### config.mk
export PLATFORM = sky130hd
export DESIGN_NAME = bus_hold_arbiter
export DESIGN_NICKNAME = d
export VERILOG_FILES = /design/src/rtl/bha_pkg.sv /design/src/rtl/bha_sync.sv /design/src/rtl/bha_cycle_timer.sv /design/src/rtl/bha_ctrl.sv /design/src/rtl/bha_status.sv /design/src/rtl/bus_hold_arbiter.sv
export SDC_FILE = /design/constraint.sdc
export NUM_CORES = 1
export LEC_CHECK = 0
export ABC_AREA = 1
export BUFFER_PORTS_ARGS = -buffer_cell sky130_fd_sc_hd__buf_2
export CAP_MARGIN = 0
export CORE_AREA = 2 2 47 49
export DETAILED_ROUTE_END_ITERATION = 7
export DIE_AREA = 0 0 49 51
export GPL_ROUTABILITY_DRIVEN = 0
export PLACE_DENSITY = 0.69
export RECOVER_POWER = 50
export SLEW_MARGIN = 0
export SYNTH_ARGS = -nofsm -noshare
export SYNTH_HDL_FRONTEND = slang
export SYNTH_SLANG_ARGS = --single-unit
### constraint.sdc
create_clock -name clk -period 1.9 [get_ports clk]
set_input_delay 0.38 -clock clk [delete_from_list [all_inputs] [get_ports clk]]
set_output_delay 0.38 -clock clk [all_outputs]
set_load 0.05 [all_outputs]
### src/rtl/bha_pkg.sv
package bha_pkg;
   typedef enum logic [1:0] {
      ST_OWN      = 2'd0,
      ST_RELEASE  = 2'd1,
      ST_GRANTED  = 2'd2,
      ST_RETURN   = 2'd3
   } bha_state_e;
endpackage

### src/rtl/bha_sync.sv
module bha_sync #(
   parameter int STAGES = 2
) (
   input  logic clk,
   input  logic rst_n,
   input  logic d_async,
   output logic q_sync
);
   generate
      if (STAGES < 2) begin : g_bad
         $error("bha_sync: STAGES must be at least 2");
      end
   endgenerate

   logic [STAGES-1:0] chain;

   always_ff @(posedge clk or negedge rst_n) begin
      if (!rst_n) chain <= '0;
      else        chain <= {chain[STAGES-2:0], d_async};
   end

   assign q_sync = chain[STAGES-1];
endmodule

### src/rtl/bha_cycle_timer.sv
module bha_cycle_timer #(
   parameter int TMR_W = 8
) (
   input  logic             clk,
   input  logic             rst_n,
   input  logic             owned,
   input  logic             cyc_start,
   input  logic             ready_n,
   output logic             busy,
   output logic [TMR_W-1:0] wait_cnt
);
   localparam logic [TMR_W-1:0] CNT_MAX = {TMR_W{1'b1}};

   always_ff @(posedge clk or negedge rst_n) begin
      if (!rst_n) begin
         busy     <= 1'b0;
         wait_cnt <= '0;
      end else if (owned) begin
         if (!busy) begin
            if (cyc_start) begin
               busy     <= 1'b1;
               wait_cnt <= '0;
            end
         end else if (!ready_n) begin
            busy <= 1'b0;
         end else if (wait_cnt != CNT_MAX) begin
            wait_cnt <= wait_cnt + 1'b1;
         end
      end
   end
endmodule

### src/rtl/bha_ctrl.sv
module bha_ctrl
   import bha_pkg::*;
#(
   parameter int GAP_CYCLES = 1
) (
   input  logic clk,
   input  logic rst_n,
   input  logic hold_s,
   input  logic lock_req,
   input  logic cyc_open,
   input  logic cyc_start,
   output logic owned,
   output logic ack
);
   localparam int GW = (GAP_CYCLES < 2) ? 1 : $clog2(GAP_CYCLES + 1);
   localparam logic [GW-1:0] GAP_LAST = GW'(GAP_CYCLES - 1);

   bha_state_e st_q;
   logic [GW-1:0] gap_q;
   logic          lock_q;
   logic          grant_ok;

   assign grant_ok = hold_s & ~cyc_open & ~cyc_start & ~lock_req & ~lock_q;

   always_ff @(posedge clk or negedge rst_n) begin
      if (!rst_n) begin
         st_q   <= ST_OWN;
         gap_q  <= '0;
         lock_q <= 1'b0;
      end else begin
         lock_q <= lock_req;
         unique case (st_q)
            ST_OWN: begin
               gap_q <= '0;
               if (grant_ok) st_q <= ST_RELEASE;
            end
            ST_RELEASE: begin
               if (gap_q == GAP_LAST) begin
                  st_q  <= ST_GRANTED;
                  gap_q <= '0;
               end else begin
                  gap_q <= gap_q + 1'b1;
               end
            end
            ST_GRANTED: begin
               gap_q <= '0;
               if (!hold_s) st_q <= ST_RETURN;
            end
            ST_RETURN: begin
               if (gap_q == GAP_LAST) begin
                  st_q  <= ST_OWN;
                  gap_q <= '0;
               end else begin
                  gap_q <= gap_q + 1'b1;
               end
            end
            default: st_q <= ST_OWN;
         endcase
      end
   end

   assign owned = (st_q == ST_OWN);
   assign ack   = (st_q == ST_GRANTED);
endmodule

### src/rtl/bha_status.sv
module bha_status #(
   parameter int KEEP_W = 2,
   parameter int PULL_W = 2
) (
   input  logic              clk,
   input  logic              rst_n,
   input  logic              owned,
   input  logic [KEEP_W-1:0] keep_in,
   input  logic [PULL_W-1:0] pull_in,
   output logic [KEEP_W-1:0] keep_pin,
   output logic [PULL_W-1:0] pull_pin
);
   logic [KEEP_W-1:0] held_q;

   genvar i;
   generate
      for (i = 0; i < KEEP_W; i++) begin : g_keep
         always_ff @(posedge clk or negedge rst_n) begin
            if (!rst_n)     held_q[i] <= 1'b0;
            else if (owned) held_q[i] <= keep_in[i];
         end
         assign keep_pin[i] = owned ? keep_in[i] : held_q[i];
      end
      for (i = 0; i < PULL_W; i++) begin : g_pull
         assign pull_pin[i] = owned ? pull_in[i] : 1'b1;
      end
   endgenerate
endmodule

### src/rtl/bus_hold_arbiter.sv
module bus_hold_arbiter #(
   parameter int SYNC_STAGES = 2,
   parameter int GAP_CYCLES  = 1,
   parameter int TMR_W       = 8,
   parameter int KEEP_W      = 2,
   parameter int PULL_W      = 2
) (
   input  logic              clk,
   input  logic              rst_n,
   input  logic              hold_req,
   input  logic              lock_req,
   input  logic              cyc_start,
   input  logic              ready_n,
   input  logic [KEEP_W-1:0] keep_in,
   input  logic [PULL_W-1:0] pull_in,
   output logic              hlda,
   output logic              drv_oe,
   output logic              cyc_busy,
   output logic [TMR_W-1:0]  cyc_wait,
   output logic [KEEP_W-1:0] keep_pin,
   output logic              keep_en,
   output logic [PULL_W-1:0] pull_pin,
   output logic              pull_en
);
   generate
      if (GAP_CYCLES < 1) begin : g_bad_gap
         $error("bus_hold_arbiter: GAP_CYCLES must be at least 1");
      end
      if (TMR_W < 2) begin : g_bad_tmr
         $error("bus_hold_arbiter: TMR_W must be at least 2");
      end
      if (KEEP_W < 1 || PULL_W < 1) begin : g_bad_w
         $error("bus_hold_arbiter: status widths must be at least 1");
      end
   endgenerate

   logic hold_s;
   logic owned;
   logic ack;

   bha_sync #(.STAGES(SYNC_STAGES)) u_sync (
      .clk     (clk),
      .rst_n   (rst_n),
      .d_async (hold_req),
      .q_sync  (hold_s)
   );

   bha_cycle_timer #(.TMR_W(TMR_W)) u_tmr (
      .clk       (clk),
      .rst_n     (rst_n),
      .owned     (owned),
      .cyc_start (cyc_start),
      .ready_n   (ready_n),
      .busy      (cyc_busy),
      .wait_cnt  (cyc_wait)
   );

   bha_ctrl #(.GAP_CYCLES(GAP_CYCLES)) u_ctrl (
      .clk       (clk),
      .rst_n     (rst_n),
      .hold_s    (hold_s),
      .lock_req  (lock_req),
      .cyc_open  (cyc_busy),
      .cyc_start (cyc_start),
      .owned     (owned),
      .ack       (ack)
   );

   bha_status #(.KEEP_W(KEEP_W), .PULL_W(PULL_W)) u_stat (
      .clk      (clk),
      .rst_n    (rst_n),
      .owned    (owned),
      .keep_in  (keep_in),
      .pull_in  (pull_in),
      .keep_pin (keep_pin),
      .pull_pin (pull_pin)
   );

   assign hlda    = ack;
   assign drv_oe  = owned;
   assign keep_en = ~owned;
   assign pull_en = ~owned;
endmodule

; ---- After elaboration in Yosys (flattened, before gate mapping)
; Index checks and enable logic that the tools add are counted.
[totals]
ff_bits = 17
output_inout_bits = 17
[op_classes]
n_mux = 18
bitwise_logic = 9
addsub = 2
n_eq_ne = 10
reduce_logical = 6
[op_table]
columns = cell, n
row1 = $mux W8, 4
row2 = $ne A2 B2 Y1 const B, 5
row3 = $add A8 B1 Y8 const B, 1
row4 = $mux W1, 8
row5 = $mux W2, 4
row6 = $ne A8 B8 Y1 const B, 1
row7 = $pmux W2 S4, 1
row8 = $reduce_and A4 Y1, 2
row9 = $not A1 Y1, 5
row10 = $and A1 B1 Y1, 4
row11 = $eq A2 B2 Y1 const B, 2
row12 = $reduce_or A2 Y1, 2
row13 = $eq A2 B1 Y1 const B, 1
row14 = $logic_not A2 Y1, 1
row15 = $ne A2 B1 Y1 const B, 1
row16 = $pmux W1 S2, 1
row17 = $reduce_bool A2 Y1, 1
row18 = $add A1 B1 Y1 const B, 1

; ---- Depth between registers and ports, before layout
; Gate-level depths: netlist (run 1).
[depth]
ltp_word = 7
ltp_mapped = 8

; ---- Hierarchy
; From an unflattened synthesis (run 1), not the netlist that was laid out.
[hier_totals]
hier_cells = 124
hier_area_um2 = 919.6
[modules_own_cells]
columns = mod, cells_per_inst, n_inst, seq_area_each_um2, area_each_um2
row1 = bha_cycle_timer, 84, 1, 225.2, 571.8
row2 = bha_ctrl, 23, 1, 75.1, 195.2
row3 = bha_status, 13, 1, 50.0, 91.3
row4 = bha_sync, 2, 1, 50.0, 50.0
row5 = bus_hold_arbiter, 2, 1, 0.0, 11.3

; ---- Least setup slack after synthesis (run 1)
; Ideal clock, no wire load.
[synth_path]
kind = reg2out
from = reg u_ctrl.st_q[0]
to = out pull_pin[0]
path_slack_ns = -0.459
t_arrival_ns = 1.979
path_buffers = 0
stages_incl_launch_ff = 5
cell_sequence = dfrtp_1 inv_1 ha_1 inv_1 or2_2
[synth_via]
elab_chain_len = 2
[synth_rtl]
columns = element, line
row1 = from (decl), bha_ctrl.sv:18  ; bha_state_e st_q;
row2 = from (signal assigned), bha_ctrl.sv:27  ; st_q <= ST_OWN;
row3 = from (signal assigned), bha_ctrl.sv:35  ; if (grant_ok) st_q <= ST_RELEASE;
row4 = from (signal assigned), bha_ctrl.sv:39  ; st_q <= ST_GRANTED;
row5 = $logic_not A2 Y1, bha_ctrl.sv:62  ; assign owned = (st_q == ST_OWN);
row6 = via drv_oe, bus_hold_arbiter.sv:17  ; output logic drv_oe,
row7 = $mux W1, bha_status.sv:25  ; assign pull_pin[i] = owned ? pull_in[i] : 1'b1;
row8 = to (decl), bus_hold_arbiter.sv:22  ; output logic [PULL_W-1:0] pull_pin,
; The timed path passes the listed nets, and every way through them passes these cells.

; ---- Worst setup path after layout (run 1)
[layout_path]
from = reg u_ctrl.st_q[1]
to = out pull_pin[0]
[layout_via]
elab_chain_len = 2
[layout_rtl]
columns = element, line
row1 = $logic_not A2 Y1, bha_ctrl.sv:62
row2 = $mux W1, bha_status.sv:25
; Every way passes these cells.

==> impl_metrics.py, run 1 <==
metrics = {
    "die": {
        "dieHeight_um": 51,
        "fp.dieW_um": 49,
        "pin_count": 27,
        "die_area_um2": 2500,
        "initial_utilization": 0.411,
        "rows": 17,
        "core_area_um2": 2060,
    },
    "final_layout": {
        "antenna_cells": 0,
        "drive_above_1_share": 0.331,
        "nets": 150,
        "fin_util": 0.519,
        "layout_common_cells": "nand2_1 (36), buf_2 (22), dfrtp_1 (16), nor2_1 (9)",
        "stdcell_area_um2": 1070,
        "area_growth_syn_to_layout_pct": 26.3,
        "instances_no_fill": 164,
        "final_common_cell": "nand2_1",
    },
    "setup_path": {
        "crit_path_max_fanout": 6,
        "crit_start": "u_ctrl.st_q[1]",
        "cp-end-kind": "output port",
        "reg2reg_slack_ps": 460,
        "r2r-start": "u_ctrl.st_q[1]",
        "worstSetupPathType": "reg2out",
        "cp.arrival_ps": 1440,
        "start_kind": "register",
        "crit_required_ps": 1520,
    },
    "logic_synthesis": {
        "yosysWarningCount": 0,
        "synthTopCellsByArea": "dfrtp_1 (47%), nand2_1 (16%), o21ai_2 (5.2%)",
        "netlist_instances": 106,
        "synth_cell_types": 20,
        "syn_area_um2": 848,
        "synth_top_cell_area_share": 0.472,
        "synth_top_area_cell": "dfrtp_1",
        "yosysSeqAreaShare": 0.472,
        "synth_seq_cells": 16,
        "synth.net_count": 119,
        "synth.avg_cell_area_um2": 8.00,
    },
    "global_routing": {
        "track_usage": 0.148,
        "gr-total-overflow": 0,
        "grt_pass1_vias": 733,
        "antenna_found_initial": 0,
        "grt_pass1_wl_um": 2890,
        "grt_start_max_net_pins": 17,
    },
    "routing": {
        "drtPass1Iterations": 4,
        "routed_via_density": 4.62,
        "ant_nets": 0,
        "drc": 0,
        "drt_iter0_drc": 14,
        "vias": 758,
        "drt-wirelength-per-cell_um": 9.96,
        "routed_wl_um": 1630,
    },
    "sta": {
        "maxSlewHeadroom": 0.418,
        "finalSetupTns_ps": 0,
        "hold_violations": 0,
        "rsz0062_at_grt": "no",
        "fin_crit_ps": 1820,
        "fin_worst_skew_ps": 4.33,
        "setup_ws_ps": 77.1,
        "min_period_over_period": 0.959,
        "slew_viol_final": 0,
        "worstMarginPinSlew_ps": 873,
        "max_freq_mhz": 549,
        "whs_ps": 201,
        "finalSetupViolCount": 0,
    },
    "power_and_ir_drop": {
        "p_comb_frac": 0.600,
        "power.net_switching_mw": 0.968,
        "leakage_nw": 0.561,
        "p_per_area_nw_per_um2": 1680,
        "internal_power_mw": 0.837,
        "pwr-share-seq": 0.278,
        "pwr-share-clk": 0.122,
        "fin_total_pwr_mw": 1.80,
        "p_sw_frac": 0.536,
        "vdd_drop_max_uv": 1090,
    },
    "place": {
        "dpl.hpwl_um": 1220,
        "place_area_um2": 1000,
        "numPortBuffers": 26,
        "dp_slack_ps": 234,
        "dpl.cell_count": 157,
    },
    "cts": {
        "cts-htree-levels": 1,
        "cts_tree": "done",
        "cts_root_buffer": "clkbuf_4",
        "cts_buffer_depth": 2,
        "clkLatencyLatePin_ps": 280,
        "cts_sinks": 16,
        "numCtsBuffers": 3,
        "path_clk_slew_ps": 90,
    },
    "job": {
        "max-cap-violations": 0,
    },
    "worst_hold_path": {
        "worstHoldStart": "hold_req",
        "hold_class": "in2reg",
    },
    "outcome": {
        "status": "completed",
    },
}
==> timing repair <==
item / in CTS / in global routing
setup endpoints to repair: 2 / 4
resized for setup: 2 / 4
endpoints found under the hold margin: 7 / 0
buffers inserted: 2 / 0
hold buffers: 1 / 0
pin swaps: 1 / 0
==> worst paths after layout <==
kind / end / depth (start not counted)
min: u_sync.chain[0] / 1
max reg2reg: u_tmr.wait_cnt[7] / 9
max in group asynchronous: u_ctrl.st_q[0] / 2
min reg2reg: u_sync.chain[1] / 0
min in group asynchronous: u_tmr.wait_cnt[0] / 2
max: pull_pin[0] / 5
==> routing by layer <==
layer,part of all wire,global-route usage,up-vias
met3,0.034,0.0205,2
met1,0.48,0.181,348
met5,0,0,-
met4,0.010,0.0714,0
li1,-,-,393
met2,0.48,0.258,15
==> layout make-up <==
| class | instances | area, µm² |
|---|---|---|
| well taps | 28 | 35.0 |
| inverters | 12 | 48.8 |
| fillers | 207 | 992 |
| multi-input cells | 75 | 385 |
| repair buffers | 29 | 165 |
| flip-flops and latches | 16 | 400 |
| clock buffers | 4 | 36.3 |
==> power by group through the flow <==
stage / clock network [mW] / registers (mW) / logic, mW
2_1_floorplan: 0 / 0.600 / 0.797
5_1_grt: 0.237 / 0.515 / 1.18
4_1_cts: 0.227 / 0.497 / 1.08
3_3_place_gp: 0 / 0.503 / 1.02
6_report: 0.220 / 0.502 / 1.08
3_5_place_dp: 0 / 0.507 / 1.03
==> registers in the layout, summed over array words and instances (netlist names) <==
name            flops
u_stat.held_q       2
u_ctrl.st_q         2
u_ctrl.lock_q       1
u_tmr.wait_cnt      8
u_tmr.busy          1
u_sync.chain        2
==> worst max-delay path: stages (launching register included) <==
cell        delay, ps
dfrtp_1           400
inv_2              70
ha_4              140
clkinvlp_4        100
or2_2             290
buf_6             160
==> cells in the mapped netlist <==
cell	n
o21ai_1	1
buf_6	2
nand3_1	8
inv_2	1
nor2_2	2
buf_4	1
o21bai_1	1
ha_1	3
o21ai_0	1
o21ai_2	5
nand2_2	1
dfrtp_1	16
nand2_1	36
a21oi_1	3
nand3b_1	1
nor2_1	9
or2_2	2
nor3_1	1
inv_1	11
o22ai_1	1
==> cell families after synthesis <==
group                      Yosys count  synth area share
adders and majority gates            3            0.0443
buffers and inverters               15            0.0885
and+or+nand+nor                     60             0.298
AOI/OAI and AO/OA                   12            0.0973
DFF                                 16             0.472
Note: power is estimated with default switching activity, not from simulation.
==> run 2, diff against run 1 <==
BUFFER_PORTS_ARGS = -buffer_cell sky130_fd_sc_hd__buf_4   (was -buffer_cell sky130_fd_sc_hd__buf_2)
CTS_CLUSTER_SIZE = 30   (was not set)
clock period = 2.35 ns   (was 1.9 ns; I/O delays follow)
==> run 2 against run 1 <==
Cell area rose by 1.2%; sequential power down 19%; register-to-register slack improved by 470 ps; via count is 4.4% lower; clock-buffer cell count unchanged; clock power down 15%; critical path depth did not move; highest routed layer unchanged; die area unchanged; non-clock buffer count is 3 lower; flip-flop and latch count did not move.
==> impl_metrics.py, run 2 (same netlist as run 1, synthesis figures left out) <==
metrics = {
    "outcome": {
        "status": "completed",
    },
    "routing": {
        "routed_wl_um": 1670,
        "wl_met3_um": 51,
        "wl_met1_um": 764,
        "drtPass1Iterations": 4,
        "ant_nets": 0,
        "drt-wirelength-per-cell_um": 10.4,
        "routed_via_density": 4.50,
        "drt_iter0_drc": 5,
        "wl_met2_um": 841,
        "vias": 725,
        "topRoutingLayerUsed": "met4",
        "drc": 0,
    },
    "sta": {
        "fin_worst_skew_ps": 9.07,
        "min_period_over_period": 0.883,
        "fin_crit_ps": 2080,
        "finalSetupTns_ps": 0,
        "slew_viol_final": 0,
        "setup_ws_ps": 275,
        "hold_violations": 0,
        "worstMarginPinSlew_ps": 867,
        "maxSlewHeadroom": 0.422,
        "finalSetupViolCount": 0,
        "rsz0062_at_grt": "no",
        "max_freq_mhz": 482,
    },
    "cts": {
        "ctsHoldBuffers": 0,
        "numCtsBuffers": 3,
        "cts_sinks": 16,
        "path_clk_slew_ps": 110,
        "cts-htree-levels": 1,
        "cts_root_buffer": "clkbuf_4",
        "cts_buffer_depth": 2,
        "clkLatencyLatePin_ps": 290,
        "cts_resized": 0,
        "post_cts_buffers": 0,
        "cts_tree": "done",
    },
    "setup_path": {
        "crit_path_max_fanout": 8,
        "worstSetupPathType": "reg2out",
        "start_kind": "register",
        "cp.arrival_ps": 1610,
        "r2r-end": "u_tmr.wait_cnt[0]",
        "cp-end-kind": "output port",
        "crit_required_ps": 1880,
        "reg2reg_slack_ps": 930,
        "cp_cell_sequence": "inv_1 -> ha_2 -> inv_1 -> or2_2 -> buf_4",
        "r2r_cells": 7,
        "crit_slowest_cell": "dfrtp_1",
        "crit_path_frequent_cell": "inv_1",
        "cp_slowest_stage_delay_ps": 370,
        "r2r-start": "u_ctrl.st_q[0]",
    },
    "power_and_ir_drop": {
        "vdd_drop_max_uv": 705,
        "leakage_nw": 0.561,
        "fin_total_pwr_mw": 1.46,
        "p_per_area_nw_per_um2": 1340,
    },
    "final_layout": {
        "drive_above_1_share": 0.308,
        "area_growth_syn_to_layout_pct": 27.7,
        "nets": 147,
        "antenna_cells": 0,
        "final_common_cell": "nand2_1",
        "fin_util": 0.525,
        "largest_reg_flops": 8,
        "layout_common_cells": "nand2_1 (36), buf_4 (23), dfrtp_1 (16), inv_1 (11), nor2_1 (9)",
        "top_register": "u_tmr.wait_cnt",
    },
    "place": {
        "dp_slack_ps": 577,
        "numPortBuffers": 26,
        "dpl.hpwl_um": 1260,
    },
    "die": {
        "die_area_um2": 2500,
        "fp.dieW_um": 49,
        "dieHeight_um": 51,
        "rows": 17,
        "core_area_um2": 2060,
        "initial_utilization": 0.411,
        "pin_count": 27,
    },
    "global_routing": {
        "grt_pass1_wl_um": 2770,
        "gr-total-overflow": 0,
        "grt_pass1_vias": 676,
        "track_usage": 0.143,
        "grt_start_max_net_pins": 17,
        "antenna_found_initial": 0,
    },
    "worst_hold_path": {
        "hold_class": "in2async",
    },
    "job": {
        "max-cap-violations": 0,
    },
}
run 2: cell count changes in the layout (fill, tap and decap cells not counted), sizes merged:
cell,change
buf,-3
inv,+1
clkbuf,+1
dlygate4sd3,-1
clkinvlp,-1
run 2: worst max path at each step:
stage                   start     endpoint
4_1_cts        u_ctrl.st_q[0]  pull_pin[0]
3_5_place_dp   u_ctrl.st_q[0]  pull_pin[0]
2_1_floorplan  u_ctrl.st_q[0]  pull_pin[0]
3_3_place_gp   u_ctrl.st_q[0]  pull_pin[1]
6_report       u_ctrl.st_q[0]  pull_pin[0]
5_1_grt        u_ctrl.st_q[0]  pull_pin[0]
run 2: stage by stage:
step / std cells / hold slack, ps / cell area [µm²]
after CTS: 161 / 16.9 / 1090
after global routing: 161 / 294 / 1080
after detailed placement: 157 / 340 / 1050
after floorplan: 106 / 174 / 851
final: 161 / 252 / 1080
after global placement: 157 / 331 / 1050
run 2: critical path, delay by kind of cell (launching register included):
kind                       cells  cell delay, ps
and+or+nand+nor                1             290
adders and majority gates      1             270
DFF                            1             370
buffers and inverters          3             390
run 2: power by group:
part / internal [mW] / switching, mW / total (mW)
Sequential: 0.342 / 0.0643 / 0.407
Clock: 0.0943 / 0.0938 / 0.188
Combinational: 0.250 / 0.611 / 0.861
run 2: cell type report:
cell class,instances,area [µm²]
well taps,28,35.0
fillers,209,980
inverters,12,45.0
clock buffers,4,36.3
repair buffers,26,191
flip-flops and latches,16,400
multi-input cells,75,375
run 2: metal layers:
metal | vias up | global-route usage
met5 | - | 0
met4 | 0 | 0.0714
met3 | 2 | 0.0175
met2 | 14 | 0.253
met1 | 325 | 0.171
li1 | 384 | -
==> run 3, diff against run 2 <==
CORE_AREA = 5 5 50 52   (was 2 2 47 49)
DIE_AREA = 0 0 55 57   (was 0 0 49 51)
PLACE_DENSITY = 0.79   (was 0.69)
==> run 3 against run 2 <==
Final cell count unchanged; flip-flop and latch count is the same; first-iteration DRC count increased to 3.2 times the previous value; sequential share of layout area unchanged; register-to-register slack worse by 50 ps; combinational power up 2%; global-route usage down 0.67 points; non-clock buffer count stayed put; largest power group unchanged.
==> impl_metrics.py, run 3 (same netlist as run 1, synthesis figures left out) <==
metrics = {
    "setup_path": {
        "crit_required_ps": 1880,
        "cp_num_buf_inv": 3,
        "cp_top_family": "buffers and inverters",
        "start_kind": "register",
        "crit_slowest_cell": "dfrtp_1",
        "cp-end-kind": "output port",
        "cp_slowest_stage_delay_ps": 370,
        "crit_path_max_fanout": 8,
        "cp.arrival_ps": 1650,
        "worstSetupPathType": "reg2out",
        "crit_path_frequent_cell": "inv_1",
        "cp_cell_sequence": "inv_1 -> ha_2 -> inv_1 -> or2_2 -> buf_4",
    },
    "cts": {
        "cts_buffer_depth": 2,
        "cts_resized": 0,
        "cts-htree-levels": 1,
        "post_cts_buffers": 0,
        "clkLatencyLatePin_ps": 300,
        "cts_tree": "done",
        "cts_root_buffer": "clkbuf_4",
        "cts_sinks": 16,
        "numCtsBuffers": 3,
        "path_clk_slew_ps": 100,
        "ctsHoldBuffers": 0,
    },
    "final_layout": {
        "area_growth_syn_to_layout_pct": 27.7,
        "largest_reg_flops": 8,
        "final_common_cell": "nand2_1",
        "fillers": 197,
        "layout_common_cells": "nand2_1 (36), buf_4 (23), dfrtp_1 (16), inv_1 (11), nor2_1 (9)",
        "nets": 147,
        "drive_above_1_share": 0.308,
        "top_register": "u_tmr.wait_cnt",
        "antenna_cells": 0,
    },
    "routing": {
        "drt_iter0_drc": 16,
        "drt-wirelength-per-cell_um": 11.1,
        "ant_nets": 0,
        "drtPass1Iterations": 4,
        "vias": 751,
        "topRoutingLayerUsed": "met4",
        "drc": 0,
        "routed_wl_um": 1790,
        "routed_via_density": 4.66,
        "wl_met2_um": 909,
        "wl_met3_um": 68,
        "wl_met1_um": 759,
    },
    "sta": {
        "slew_viol_final": 0,
        "fin_worst_skew_ps": 2.29,
        "max_freq_mhz": 471,
        "maxSlewHeadroom": 0.449,
        "rsz0062_at_grt": "no",
        "fin_crit_ps": 2120,
        "worstMarginPinSlew_ps": 827,
        "setup_ws_ps": 226,
        "min_period_over_period": 0.904,
        "finalSetupViolCount": 0,
        "hold_violations": 0,
        "finalSetupTns_ps": 0,
    },
    "global_routing": {
        "grt_start_max_net_pins": 17,
        "gr-total-overflow": 0,
        "grt_pass1_vias": 721,
        "grt_pass1_wl_um": 3130,
        "antenna_found_initial": 0,
        "track_usage": 0.136,
    },
    "place": {
        "dpl.hpwl_um": 1390,
        "dp_slack_ps": 565,
        "numPortBuffers": 26,
    },
    "job": {
        "max-cap-violations": 0,
    },
    "die": {
        "dieHeight_um": 57,
        "pin_count": 27,
        "initial_utilization": 0.411,
        "rows": 17,
        "die_area_um2": 3140,
        "fp.dieW_um": 55,
        "core_area_um2": 2060,
    },
    "power_and_ir_drop": {
        "p_per_area_nw_per_um2": 1360,
        "vdd_drop_max_uv": 835,
        "leakage_nw": 0.561,
    },
    "worst_hold_path": {
        "hold_class": "in2async",
    },
    "outcome": {
        "status": "completed",
    },
}
## run 3: power breakdown
group	switching [mW]	internal, mW	leakage [nW]
clock	0.0970	0.0947	0.0210
sequential	0.0635	0.342	0.206
combinational	0.626	0.252	0.334
total	0.787	0.689	0.561
## run 3: final timing paths
check,from,cells after the start,slack (ps),to
max,u_ctrl.st_q[0],5,230,pull_pin[0]
min,rst_n,1,230,u_tmr.wait_cnt[0]
max reg2reg,u_ctrl.st_q[0],7,880,u_tmr.wait_cnt[0]
min reg2reg,u_sync.chain[0],0,360,u_sync.chain[1]
max in group asynchronous,rst_n,1,1610,u_tmr.wait_cnt[7]
min in group clk,hold_req,1,290,u_sync.chain[0]
## run 3: area by class of cell
| cell class | count | area, µm² | area share |
|---|---|---|---|
| flip-flops and latches | 16 | 400 | 0.370 |
| clock buffers | 4 | 36.3 | 0.0335 |
| well taps | 28 | 35.0 | 0.0323 |
| inverters | 12 | 45.0 | 0.0416 |
| multi-input cells | 75 | 375 | 0.346 |
| repair buffers | 26 | 191 | 0.177 |
## run 3: metrics by stage
stage | hold WS [ps] | area, µm² | util | power, mW | std cells
after floorplan | 174 | 851 | - | 1.10 | 106
after global placement | 337 | 1050 | 0.509 | 1.27 | 157
after detailed placement | 341 | 1050 | 0.509 | 1.30 | 157
after CTS | 5.08 | 1090 | 0.527 | 1.49 | 161
after global routing | 275 | 1080 | 0.525 | 1.56 | 161
final | 229 | 1080 | 0.525 | 1.48 | 161
## run 3: per-layer routing
| layer | GRT usage | vias up |
|---|---|---|
| met4 | 0.0938 | 0 |
| met5 | 0 | - |
| met3 | 0.0183 | 5 |
| li1 | - | 387 |
| met2 | 0.209 | 14 |
| met1 | 0.171 | 345 |
